**src/rtl/sec_pkg.sv**
```systemverilog
package sec_pkg;

   localparam logic [7:0] CMD_LOAD   = 8'h0F;
   localparam logic [7:0] CMD_VERIFY = 8'hAA;
   localparam logic [7:0] CMD_COMMIT = 8'h55;
   localparam logic [7:0] CMD_FETCH  = 8'hF0;
   localparam logic [7:0] FILL_BYTE  = 8'hFF;
   localparam logic [7:0] DONE_BYTE  = 8'hAA;

   localparam int STAT_ACC_BIT  = 7;
   localparam int STAT_PART_BIT = 5;

   typedef enum logic [3:0] {
      ST_CMD,
      ST_LD_A1,
      ST_LD_A2,
      ST_LD_DAT,
      ST_VFY,
      ST_CM_A1,
      ST_CM_A2,
      ST_CM_ES,
      ST_CM_RUN,
      ST_CM_OK,
      ST_CM_BAD,
      ST_FT_A1,
      ST_FT_A2,
      ST_FT_DAT,
      ST_DEAD
   } st_t;

endpackage

```
**src/rtl/sec_scratchpad.sv**
```systemverilog
module sec_scratchpad #(
   parameter int DEPTH = 8,
   localparam int OFF_W = $clog2(DEPTH)
) (
   input  logic             clk,
   input  logic             rst_n,
   input  logic             arm_i,
   input  logic [OFF_W-1:0] arm_off_i,
   input  logic             wr_i,
   input  logic [7:0]       wr_data_i,
   input  logic             acc_set_i,
   input  logic [OFF_W-1:0] rd_off_i,
   output logic [7:0]       rd_data_o,
   output logic [OFF_W-1:0] wptr_o,
   output logic [OFF_W-1:0] end_o,
   output logic             part_o,
   output logic             acc_o
);

   logic [7:0] cells [DEPTH];

   generate
      for (genvar g = 0; g < DEPTH; g++) begin : g_cell
         always_ff @(posedge clk or negedge rst_n) begin
            if (!rst_n) begin
               cells[g] <= 8'h00;
            end else if (wr_i && (wptr_o == OFF_W'(g))) begin
               cells[g] <= wr_data_i;
            end
         end
      end
   endgenerate

   always_ff @(posedge clk or negedge rst_n) begin
      if (!rst_n) begin
         wptr_o <= '0;
         end_o  <= '0;
         part_o <= 1'b0;
         acc_o  <= 1'b0;
      end else begin
         if (arm_i) begin
            wptr_o <= arm_off_i;
            end_o  <= arm_off_i;
            part_o <= 1'b1;
            acc_o  <= 1'b0;
         end else if (wr_i) begin
            wptr_o <= wptr_o + 1'b1;
            end_o  <= wptr_o;
            if (wptr_o == OFF_W'(DEPTH - 1)) begin
               part_o <= 1'b0;
            end
         end
         if (acc_set_i) begin
            acc_o <= 1'b1;
         end
      end
   end

   assign rd_data_o = cells[rd_off_i];

endmodule

```
**src/rtl/sec_array.sv**
```systemverilog
module sec_array #(
   parameter int BYTES = 144,
   localparam int IDX_W = $clog2(BYTES)
) (
   input  logic             clk,
   input  logic             rst_n,
   input  logic             we_i,
   input  logic [IDX_W-1:0] waddr_i,
   input  logic [7:0]       wdata_i,
   input  logic [IDX_W-1:0] raddr_i,
   output logic [7:0]       rdata_o,
   input  logic [IDX_W-1:0] paddr_i,
   output logic [7:0]       pdata_o
);

   logic [7:0] mem [BYTES];

   generate
      for (genvar g = 0; g < BYTES; g++) begin : g_byte
         always_ff @(posedge clk or negedge rst_n) begin
            if (!rst_n) begin
               mem[g] <= 8'hFF;
            end else if (we_i && (waddr_i == IDX_W'(g))) begin
               mem[g] <= wdata_i;
            end
         end
      end
   endgenerate

   assign rdata_o = (32'(raddr_i) < BYTES) ? mem[raddr_i] : 8'hFF;
   assign pdata_o = (32'(paddr_i) < BYTES) ? mem[paddr_i] : 8'hFF;

endmodule

```
**src/rtl/scratch_eeprom_ctrl.sv**
```systemverilog
module scratch_eeprom_ctrl
   import sec_pkg::*;
#(
   parameter int          ROW_BYTES  = 8,
   parameter int          PAGE_BYTES = 32,
   parameter int          NUM_PAGES  = 4,
   parameter int          REG_BYTES  = 16,
   parameter logic [7:0]  WP_CODE    = 8'h55,
   parameter bit          PROTECT_EN = 1'b1
) (
   input  logic       clk,
   input  logic       rst_n,
   input  logic       bus_rst,
   input  logic       rx_vld,
   input  logic [7:0] rx_byte,
   input  logic       rd_req,
   output logic [7:0] rd_byte,
   output logic       rd_vld
);

   localparam int OFF_W      = $clog2(ROW_BYTES);
   localparam int USER_BYTES = PAGE_BYTES * NUM_PAGES;
   localparam int MEM_BYTES  = USER_BYTES + REG_BYTES;
   localparam int IDX_W      = $clog2(MEM_BYTES);
   localparam int PG_W       = $clog2(PAGE_BYTES);
   localparam int NP_W       = (NUM_PAGES > 1) ? $clog2(NUM_PAGES) : 1;
   localparam int RC_W       = $clog2(ROW_BYTES + 4) + 1;
   localparam logic [15:0] MEM_LIMIT  = 16'(MEM_BYTES);
   localparam logic [15:0] USER_LIMIT = 16'(USER_BYTES);

   generate
      if ((1 << OFF_W) != ROW_BYTES || OFF_W > 5) begin : g_bad_row
         $error("ROW_BYTES must be a power of two no larger than 32");
      end
      if ((1 << PG_W) != PAGE_BYTES || PAGE_BYTES < ROW_BYTES) begin : g_bad_page
         $error("PAGE_BYTES must be a power of two of at least one row");
      end
      if (REG_BYTES < NUM_PAGES || MEM_BYTES > 65536) begin : g_bad_regs
         $error("register area too small or array too large");
      end
   endgenerate

   st_t               st;
   logic [15:0]       ta;
   logic [7:0]        echo_lo;
   logic [7:0]        echo_hi;
   logic [RC_W-1:0]   rcnt;
   logic [OFF_W-1:0]  cp_idx;
   logic [15:0]       rm_addr;
   logic              rm_ok;
   logic [7:0]        rd_byte_q;
   logic              rd_vld_q;

   logic              sp_arm;
   logic              sp_wr;
   logic [7:0]        sp_wdata;
   logic              sp_acc_set;
   logic [OFF_W-1:0]  sp_roff;
   logic [7:0]        sp_rdata;
   logic [OFF_W-1:0]  sp_wptr;
   logic [OFF_W-1:0]  sp_end;
   logic              sp_part;
   logic              sp_acc;

   logic              mem_we;
   logic [IDX_W-1:0]  mem_waddr;
   logic [IDX_W-1:0]  mem_raddr;
   logic [7:0]        mem_rdata;
   logic [IDX_W-1:0]  mem_paddr;
   logic [7:0]        mem_pdata;

   logic [7:0]        stat_byte;
   logic [OFF_W-1:0]  start_off;
   logic [15:0]       ld_addr;
   logic [15:0]       cp_addr;
   logic              prot_hit;
   logic              rx_go;
   logic [RC_W-1:0]   vfy_k;
   logic [OFF_W-1:0]  vfy_span;
   logic              vfy_live;

   assign start_off = ta[OFF_W-1:0];
   assign ld_addr   = {ta[15:OFF_W], sp_wptr};
   assign cp_addr   = {ta[15:OFF_W], cp_idx};
   assign rx_go     = rx_vld && !bus_rst;

   always_comb begin
      stat_byte                = '0;
      stat_byte[STAT_ACC_BIT]  = sp_acc;
      stat_byte[STAT_PART_BIT] = sp_part;
      stat_byte[OFF_W-1:0]     = sp_end;
   end

   // read-back window of the scratchpad
   assign vfy_k    = rcnt - RC_W'(3);
   assign vfy_span = sp_end - start_off;
   assign vfy_live = (rcnt >= RC_W'(3)) && (vfy_k <= RC_W'(vfy_span));

   // protection lookup
   generate
      if (PROTECT_EN) begin : g_prot
         logic [NP_W-1:0] page;
         assign page      = ta[PG_W +: NP_W];
         assign mem_paddr = IDX_W'(USER_BYTES) + IDX_W'(page);
         assign prot_hit  = (ta < USER_LIMIT) && (mem_pdata == WP_CODE);
      end else begin : g_noprot
         assign mem_paddr = '0;
         assign prot_hit  = 1'b0;
      end
   endgenerate

   assign sp_arm     = rx_go && (st == ST_LD_A2);
   assign sp_wr      = rx_go && (st == ST_LD_DAT);
   assign sp_wdata   = prot_hit ? mem_rdata : rx_byte;
   assign sp_acc_set = (st == ST_CM_RUN) && (cp_idx == sp_end);
   assign sp_roff    = (st == ST_CM_RUN) ? cp_idx : (start_off + vfy_k[OFF_W-1:0]);

   assign mem_we    = (st == ST_CM_RUN) && (cp_addr < MEM_LIMIT);
   assign mem_waddr = cp_addr[IDX_W-1:0];
   assign mem_raddr = (st == ST_FT_DAT) ? rm_addr[IDX_W-1:0] : ld_addr[IDX_W-1:0];

   sec_scratchpad #(
      .DEPTH (ROW_BYTES)
   ) u_sp (
      .clk       (clk),
      .rst_n     (rst_n),
      .arm_i     (sp_arm),
      .arm_off_i (ta[OFF_W-1:0]),
      .wr_i      (sp_wr),
      .wr_data_i (sp_wdata),
      .acc_set_i (sp_acc_set),
      .rd_off_i  (sp_roff),
      .rd_data_o (sp_rdata),
      .wptr_o    (sp_wptr),
      .end_o     (sp_end),
      .part_o    (sp_part),
      .acc_o     (sp_acc)
   );

   sec_array #(
      .BYTES (MEM_BYTES)
   ) u_arr (
      .clk     (clk),
      .rst_n   (rst_n),
      .we_i    (mem_we),
      .waddr_i (mem_waddr),
      .wdata_i (sp_rdata),
      .raddr_i (mem_raddr),
      .rdata_o (mem_rdata),
      .paddr_i (mem_paddr),
      .pdata_o (mem_pdata)
   );

   // command sequencing
   always_ff @(posedge clk or negedge rst_n) begin
      if (!rst_n) begin
         st      <= ST_CMD;
         ta      <= '0;
         echo_lo <= '0;
         echo_hi <= '0;
         cp_idx  <= '0;
      end else if (st == ST_CM_RUN) begin
         if (cp_idx == sp_end) begin
            st <= ST_CM_OK;
         end else begin
            cp_idx <= cp_idx + 1'b1;
         end
      end else if (bus_rst) begin
         st <= ST_CMD;
      end else if (rx_vld) begin
         unique case (st)
            ST_CMD: begin
               unique case (rx_byte)
                  CMD_LOAD:   st <= ST_LD_A1;
                  CMD_VERIFY: st <= ST_VFY;
                  CMD_COMMIT: st <= ST_CM_A1;
                  CMD_FETCH:  st <= ST_FT_A1;
                  default:    st <= ST_DEAD;
               endcase
            end
            ST_LD_A1: begin
               ta[7:0] <= rx_byte;
               st      <= ST_LD_A2;
            end
            ST_LD_A2: begin
               ta[15:8] <= rx_byte;
               st       <= ST_LD_DAT;
            end
            ST_CM_A1: begin
               echo_lo <= rx_byte;
               st      <= ST_CM_A2;
            end
            ST_CM_A2: begin
               echo_hi <= rx_byte;
               st      <= ST_CM_ES;
            end
            ST_CM_ES: begin
               if ({echo_hi, echo_lo} == ta && rx_byte == stat_byte) begin
                  st     <= ST_CM_RUN;
                  cp_idx <= start_off;
               end else begin
                  st <= ST_CM_BAD;
               end
            end
            ST_FT_A1: st <= ST_FT_A2;
            ST_FT_A2: st <= ST_FT_DAT;
            default:  st <= st;
         endcase
      end
   end

   // outgoing bytes and read pointers
   always_ff @(posedge clk or negedge rst_n) begin
      if (!rst_n) begin
         rd_byte_q <= FILL_BYTE;
         rd_vld_q  <= 1'b0;
         rcnt      <= '0;
         rm_addr   <= '0;
         rm_ok     <= 1'b0;
      end else begin
         rd_vld_q <= rd_req;
         if (rx_go && st == ST_CMD) begin
            rcnt <= '0;
         end
         if (rx_go && st == ST_FT_A1) begin
            rm_addr[7:0] <= rx_byte;
         end
         if (rx_go && st == ST_FT_A2) begin
            rm_addr[15:8] <= rx_byte;
            rm_ok         <= ({rx_byte, rm_addr[7:0]} < MEM_LIMIT);
         end
         if (rd_req) begin
            unique case (st)
               ST_VFY: begin
                  if (rcnt == RC_W'(0)) begin
                     rd_byte_q <= ta[7:0];
                  end else if (rcnt == RC_W'(1)) begin
                     rd_byte_q <= ta[15:8];
                  end else if (rcnt == RC_W'(2)) begin
                     rd_byte_q <= stat_byte;
                  end else if (vfy_live) begin
                     rd_byte_q <= sp_rdata;
                  end else begin
                     rd_byte_q <= FILL_BYTE;
                  end
                  if (rcnt != '1) begin
                     rcnt <= rcnt + 1'b1;
                  end
               end
               ST_CM_OK: rd_byte_q <= DONE_BYTE;
               ST_FT_DAT: begin
                  if (rm_ok) begin
                     rd_byte_q <= mem_rdata;
                     rm_addr   <= rm_addr + 1'b1;
                     if (rm_addr == MEM_LIMIT - 16'd1) begin
                        rm_ok <= 1'b0;
                     end
                  end else begin
                     rd_byte_q <= FILL_BYTE;
                  end
               end
               default: rd_byte_q <= FILL_BYTE;
            endcase
         end
      end
   end

   assign rd_byte = rd_byte_q;
   assign rd_vld  = rd_vld_q;

endmodule

```
**config.mk**
```make
export PLATFORM = sky130hd
export DESIGN_NAME = scratch_eeprom_ctrl
export DESIGN_NICKNAME = d
export VERILOG_FILES = /design/src/rtl/sec_pkg.sv /design/src/rtl/sec_scratchpad.sv /design/src/rtl/sec_array.sv /design/src/rtl/scratch_eeprom_ctrl.sv
export SDC_FILE = /design/constraint.sdc
export NUM_CORES = 2
export LEC_CHECK = 0
export ABC_AREA = 1
export CORE_MARGIN = 1
export CORE_UTILIZATION = 45
export DETAILED_ROUTE_END_ITERATION = 16
export DONT_BUFFER_PORTS = 1
export GPL_TIMING_DRIVEN = 0
export PLACE_DENSITY_LB_ADDON = 0.08
export SYNTH_ARGS = -nofsm -noshare
export SYNTH_HDL_FRONTEND = slang
export SYNTH_SLANG_ARGS = --single-unit
```
**constraint.sdc**
```tcl
create_clock -name clk -period 3.75 [get_ports clk]
set_input_delay 0.75 -clock clk [delete_from_list [all_inputs] [get_ports clk]]
set_output_delay 0.75 -clock clk [all_outputs]
set_load 0.03 [all_outputs]
```
; ---- Yosys cells after proc, flatten, opt, wreduce, memory -nomap -nowiden
; Cells that the tools add are included.
; Widths: inputs -> output; s select.
[totals]
ff_bits = 1294
input_bits = 13
output_inout_bits = 9
elab_cells = 606
[op_classes]
addsub = 8
n_lt_le_gt_ge = 10
n_eq_ne = 177
n_mux = 56
bitwise_logic = 5
reduce_logical = 183
[ops]
columns = operator, count
row1 = $eq 8x7->1 const B, 66
row2 = $eq 8x6->1 const B, 32
row3 = $logic_and 1x1->1, 163
row4 = $eq 8x8->1 const B, 18
row5 = $mux 8, 17
row6 = $bmux 8 s8, 2
row7 = $eq 8x5->1 const B, 16
row8 = $eq 8x4->1 const B, 9
row9 = $lt 16x8->1 const B, 3
row10 = $mux 16, 3
row11 = $mux 3, 11
row12 = $eq 8x3->1 const B, 4
row13 = $pmux 4 s8, 1
row14 = $bmux 8 s3, 1
row15 = $pmux 8 s3, 1
row16 = $eq 4x4->1 const B, 5
row17 = $mux 5, 4
row18 = $ge 9x9->1 const B, 2
row19 = $not 8->9, 2
row20 = $add 16x1->16 const B, 1
row21 = $eq 16x16->1, 1
row22 = $eq 16x8->1 const B, 1
row23 = $eq 4x3->1 const B, 4
row24 = $eq 8x2->1 const B, 2
row25 = 41 further kinds, 70

; ---- Longest topological paths before layout
[depth]
depth_word = 12
mapped_depth = 22
depth_no_buf = 18

; ---- By module
; Synthesis repeated with hierarchy kept, for this count alone.
[unflattened]
hier_cells = 10825
hier_area_um2 = 75248.4
[by_module_without_submodules]
columns = mod, instances, cells_per_inst, area_per_inst_um2, seq_area_each_um2
row1 = sec_array, 1, 9566, 66575.1, 30269.0
row2 = scratch_eeprom_ctrl, 1, 783, 5088.6, 1761.7
row3 = sec_scratchpad, 1, 476, 3584.7, 1801.7

; ---- Worst setup path before layout
; OpenSTA, ideal clock, no wires.
[synth_path]
kind = reg-to-reg
from = register rcnt[0]
to = register rd_byte_q[1], in the netlist rd_byte[1]
arrival_ns = 2.863
slack_ns = 0.814
stages_incl_launch_ff = 17
cell_sequence = dfrtp_1 inv_1 ha_1 fa_1 xor2_1 xnor2_1 nand2_1 o21ai_1 inv_1 o211ai_1 nand2_2 buf_2 nand2_1 nand3_1 o211ai_1 a21oi_1 a21oi_1
[synth_between]
elab_chain_cells = 12
word_cells_on_any_way = 18
cone_classes = add/sub: 2 / order compare: 2 / eq/ne: 2 / mux: 9 / bitwise: 1 / reduce/logical: 2
[synth_rtl]
columns = item, line_no
row1 = start: declaration, scratch_eeprom_ctrl.sv:47  ; logic [RC_W-1:0] rcnt;
row2 = start signal: assignment, scratch_eeprom_ctrl.sv:247  ; rcnt <= rcnt + 1'b1;
row3 = $sub 5x2->5, scratch_eeprom_ctrl.sv:95  ; assign vfy_k = rcnt - RC_W'(3);
row4 = $add 3x3->3, scratch_eeprom_ctrl.sv:116  ; assign sp_roff = (st == ST_CM_RUN) ? cp_idx : (start_off + vfy_k[OFF_W-1:0]);
row5 = $mux 3, scratch_eeprom_ctrl.sv:116
row6 = $not 3->4 (not written as such), sec_scratchpad.sv:59  ; assign rd_data_o = cells[rd_off_i];
row7 = $bmux 8 s3, sec_scratchpad.sv:59
row8 = $mux 8 (not written as such) (2 in a row), sec_scratchpad.sv:59
row9 = $mux 8, scratch_eeprom_ctrl.sv:241  ; end else if (vfy_live) begin
row10 = $mux 8, scratch_eeprom_ctrl.sv:239  ; end else if (rcnt == RC_W'(2)) begin
row11 = $mux 8, scratch_eeprom_ctrl.sv:237  ; end else if (rcnt == RC_W'(1)) begin
row12 = $mux 8 *, scratch_eeprom_ctrl.sv:235  ; if (rcnt == RC_W'(0)) begin
row13 = $pmux 8 s3 *, scratch_eeprom_ctrl.sv:233  ; unique case (st)
row14 = end signal: assignment, scratch_eeprom_ctrl.sv:236  ; rd_byte_q <= ta[7:0];
row15 = end signal: assignment, scratch_eeprom_ctrl.sv:238  ; rd_byte_q <= ta[15:8];
row16 = end signal: assignment, scratch_eeprom_ctrl.sv:240  ; rd_byte_q <= stat_byte;
row17 = end: declaration, scratch_eeprom_ctrl.sv:51  ; logic [7:0] rd_byte_q;
; Every way passes the cells marked *; elsewhere a longest branch is shown, timed or not. The select of a mux whose other input is x is not followed.
; A chain may end at the register's enable or synchronous reset.

; ---- Final worst setup path
[layout_path]
from = register st[0]
to = register u_sp.cells[42] (netlist bit)
[layout_between]
elab_chain_cells = 8
word_cells_on_any_way = 12
cone_classes = order compare: 1 / eq/ne: 2 / mux: 6 / bitwise: 1 / reduce/logical: 2
[layout_rtl]
columns = item, line_no
row1 = start: declaration, scratch_eeprom_ctrl.sv:43  ; st_t st;
row2 = start signal: assignment, scratch_eeprom_ctrl.sv:207  ; default: st <= st;
row3 = $eq 4x4->1, scratch_eeprom_ctrl.sv:120  ; assign mem_raddr = (st == ST_FT_DAT) ? rm_addr[IDX_W-1:0] : ld_addr[IDX_W-1:0];
row4 = $mux 8, scratch_eeprom_ctrl.sv:120
row5 = $not 8->9 (not written as such), sec_array.sv:30  ; assign rdata_o = (32'(raddr_i) < BYTES) ? mem[raddr_i] : 8'hFF;
row6 = $bmux 8 s8, sec_array.sv:30
row7 = $mux 8 (not written as such) (2 in a row), sec_array.sv:30
row8 = $mux 8, sec_array.sv:30
row9 = $mux 8, scratch_eeprom_ctrl.sv:114  ; assign sp_wdata = prot_hit ? mem_rdata : rx_byte;
row10 = end signal: indexed assignment, sec_scratchpad.sv:28  ; cells[g] <= wr_data_i;
row11 = end: declaration, sec_scratchpad.sv:20  ; logic [7:0] cells [DEPTH];
; Parallel ways exist; a longest one is shown, timed or not. The select of a mux whose other input is x is not followed.

==> key figures <==
Run status
  • Status: finished with violations
  • Failing checks: negative setup slack

Setup path
  • Reg2reg start: st[0]$_DFFE_PN0P_
  • Startpoint Class: register
  • Crit end category: register
  • Max incr delay on CP: 340 ps
  • CP Data Arrival Time: 4460 ps
  • Reg2reg path depth: 18
  • Cells along the critical path: buf_4 -> inv_4 -> nor2_8 -> nand3_1 -> nand2_4 -> buf_8 -> buf_6 -> nand2_1 -> nand3_1 -> nand3_1 -> nand3_1 -> nand3_2 -> nand3_2 -> nand2_1 -> nand3_2 -> nand3_1 -> nand2_4 -> a21oi_1
  • Most used cell, CP: nand3_1
  • Crit Path Class: reg2reg
  • Maximum fanout along the worst path: 10
  • Worst EP required: 4420 ps
  • Slowest cell on crit path: nand3_1
  • FF-to-FF setup slack: -40 ps
  • FF-to-FF End: u_sp.cells[42]$_DFFE_PN0P_

STA
  • Final TNS setup: -320 ps
  • Final hold slack: 59.5 ps
  • Final min period: 3790 ps
  • RSZ-0062 raised after global routing: true
  • Worst Clk Skew: 22.2 ps
  • Setup ws final: -43.0 ps
  • # setup viols final: 26
  • Final hold vios: 0
  • Pins Over Slew Limit: 0
  • Worst slew margin: 2.76%
  • Final worst path period share: 101%
  • Fmax: 264 MHz
  • Worst-Margin Slew: 1460 ps

Route
  • Via density: 6.02
  • Initial DRC Count: 9765
  • First drt pass iteration count: 7
  • Routed via count: 64600
  • DR DRC count: 0
  • Drt wl/cell: 31.5 um
  • Post-route ant nets: 0
  • Final WL: 337000 um

Floorplanning
  • Initial Utilization: 45.3%
  • CORE AREA: 144000 sq um
  • Chip Width: 382 um
  • Number of core rows: 139
  • Overall die height: 382 um
  • Total die area: 146000 sq um
  • Ports: 22

Worst hold path
  • Worst hold path type: in2reg
  • Hold_sp: rx_byte[5]
  • Hold Path Depth: 2
  • Hold Path Sink: ta[13]$_DFFE_PN0P_

Logic synthesis
  • Mapped Area: 65100 sq um
  • Post-synth top cells: nand2_1, o21ai_0, dfstp_2
  • Post-synth top area cell: dfstp_2
  • Ys async rst share: 100%
  • Synth top area share: 46.8%
  • Library cells used by synthesis: 50
  • Post-synth net total: 8519
  • Yosys reg bits: 1294
  • YS warnings: 0
  • Top-count cell post-synth: nand2_1
  • Synth area leaders: dfstp_2, nand2_1, o21ai_0, nand3_1, inv_1
  • Post-synthesis sequential area ratio: 51.9%
  • Commonest register cell after synthesis: dfstp_2
  • Post-synthesis cell count: 8483
  • Number of flops mapped to enable cells by yosys: 0
  • Syn Area/Cell: 7.68 sq um

CTS
  • Clk slew on worst S/H paths: 60 ps
  • CTS Sinks: 1294
  • Htree depth: 4
  • Number of CTS-inserted buffers: 151
  • Clock insertion delay at the later pin of the skew report: 820 ps
  • CTS tree: done
  • Clock Path Buffers: 3
  • Root cell of the clock tree: clkbuf_16

Placement
  • Pre-CTS setup slack: -1710 ps
  • PortBufs: 0
  • GP Congestion: 1.07
  • DP HPWL: 236000 um

Global routing
  • First-pass GRT wire length: 463000 um
  • GRT Total Usage: 45.6%
  • Initial antenna violation count: 26
  • Largest net degree at the start of global routing: 1295
  • Vias in the first global route: 58800
  • Grt total ovfl: 0

Finish
  • Area Growth Syn to Fin: 16.2%
  • Layout cell share with drive strength beyond 1: 22.0%
  • Nets: 8738
  • Fin util: 52.7%
  • Fillers: 14200

Job
  • Max-Cap Viols: 0
timing repair:
item,4_1_cts,5_1_grt
gates resized for setup,423,261
hold buffers,1,1
setup endpoints to repair,1224,1050
pin swaps,16,9
endpoints found under the hold margin,163,112
setup buffers,31,10
critical path, delay by kind of cell (launching register included):
kind                   cells  cell delay (ps)
AO/OA/AOI/OAI              1               90
buffers and inverters      4              820
AND/OR/NAND/NOR           13             2360
flip-flops                 1              320
state kept, by name, indices dropped and copies added (netlist names), 4 cells and up:
| name | count |
|---|---|
| rcnt | 5 |
| u_sp.cells | 64 |
| rd_byte | 8 |
| u_arr.mem | 1152 |
| rm_addr | 16 |
| ta | 16 |
| echo_hi | 8 |
| st | 4 |
| echo_lo | 8 |
layer usage:
layer	routed length [um]	vias to the layer above	track usage, %	share of wire (%)
met4	22400	14	24.8	6.6
met1	136000	31800	63.5	40
met5	269	-	1.03	0.080
met2	128000	4365	59.3	38
li1	-	27500	-	-
met3	50500	965	18.5	15
cell type report:
type	count	area (sq um)	share of cell area, %
clock inverter	41	449	0.594
sequential	1294	33800	44.7
antenna	8	20.0	0.0265
multi-input combinational	5704	26000	34.4
timing repair buffer	66	1140	1.51
clock buffer	227	4490	5.94
tap	1903	2380	3.15
inverter	938	3540	4.68
buffer	547	3800	5.02
worst max path at each step:
stage | startpoint | endpoint | slack (ps) | depth (start not counted)
after floorplan | rcnt[0]$_DFF_PN0_ | rd_byte[1]$_DFFE_PN1P_ | 810 | 16
after global placement | rcnt[0]$_DFF_PN0_ | u_arr.mem[643]$_DFFE_PN1P_ | -1860 | 12
after detailed placement | rcnt[0]$_DFF_PN0_ | u_arr.mem[643]$_DFFE_PN1P_ | -1710 | 12
after CTS | st[3]$_DFFE_PN0P_ | u_sp.cells[62]$_DFFE_PN0P_ | -150 | 20
after global routing | st[3]$_DFFE_PN0P_ | rd_byte[6]$_DFFE_PN1P_ | -60 | 19
final | st[0]$_DFFE_PN0P_ | u_sp.cells[42]$_DFFE_PN0P_ | -40 | 18
stage by stage:
step                cell area, sq um  cells
floorplan                      65100   8483
global placement               67500  10400
detailed placement             68000  10400
CTS                            74600  10700
global route                   75700  10700
finish                         75700  10700
cells by family (layout without fill, tap and decap cells):
logic type	Yosys count	after routing	share of synthesized area (%)
flip-flops	1294	1294	51.9
XOR/XNOR	19	19	0.255
adder cells (fa/ha/maj)	23	23	0.465
AO/OA/AOI/OAI	1493	1493	11.8
AND/OR/NAND/NOR	4169	4169	26.5
other	0	8	0
buffers and inverters	1485	1819	9.08
layout by cell type (no fill, tap or decap), types with 13 or more instances in the layout:
cell | netlist | layout
buf_16 | 0 | 16
inv_1 | 924 | 920
clkbuf_16 | 0 | 157
nor3_1 | 22 | 16
nor2_1 | 99 | 88
nand3_2 | 6 | 47
o211ai_1 | 39 | 39
buf_8 | 0 | 34
o21ai_1 | 40 | 37
a21oi_1 | 94 | 94
nand3_1 | 1061 | 1013
clkinv_2 | 0 | 25
buf_6 | 2 | 88
buf_4 | 20 | 89
nand2_1 | 2918 | 2911
nor2_4 | 1 | 19
clkbuf_8 | 0 | 33
dfstp_2 | 1160 | 1160
buf_12 | 0 | 35
nand2_4 | 2 | 13
o21ai_0 | 1286 | 1286
ha_1 | 21 | 20
clkbuf_1 | 311 | 248
buf_2 | 192 | 19
dfrtp_1 | 134 | 133
clkbuf_2 | 7 | 72
clkbuf_4 | 0 | 42
Power is not shown: default switching activity piles up to over one toggle a cycle in this logic, so the estimate is an artifact.
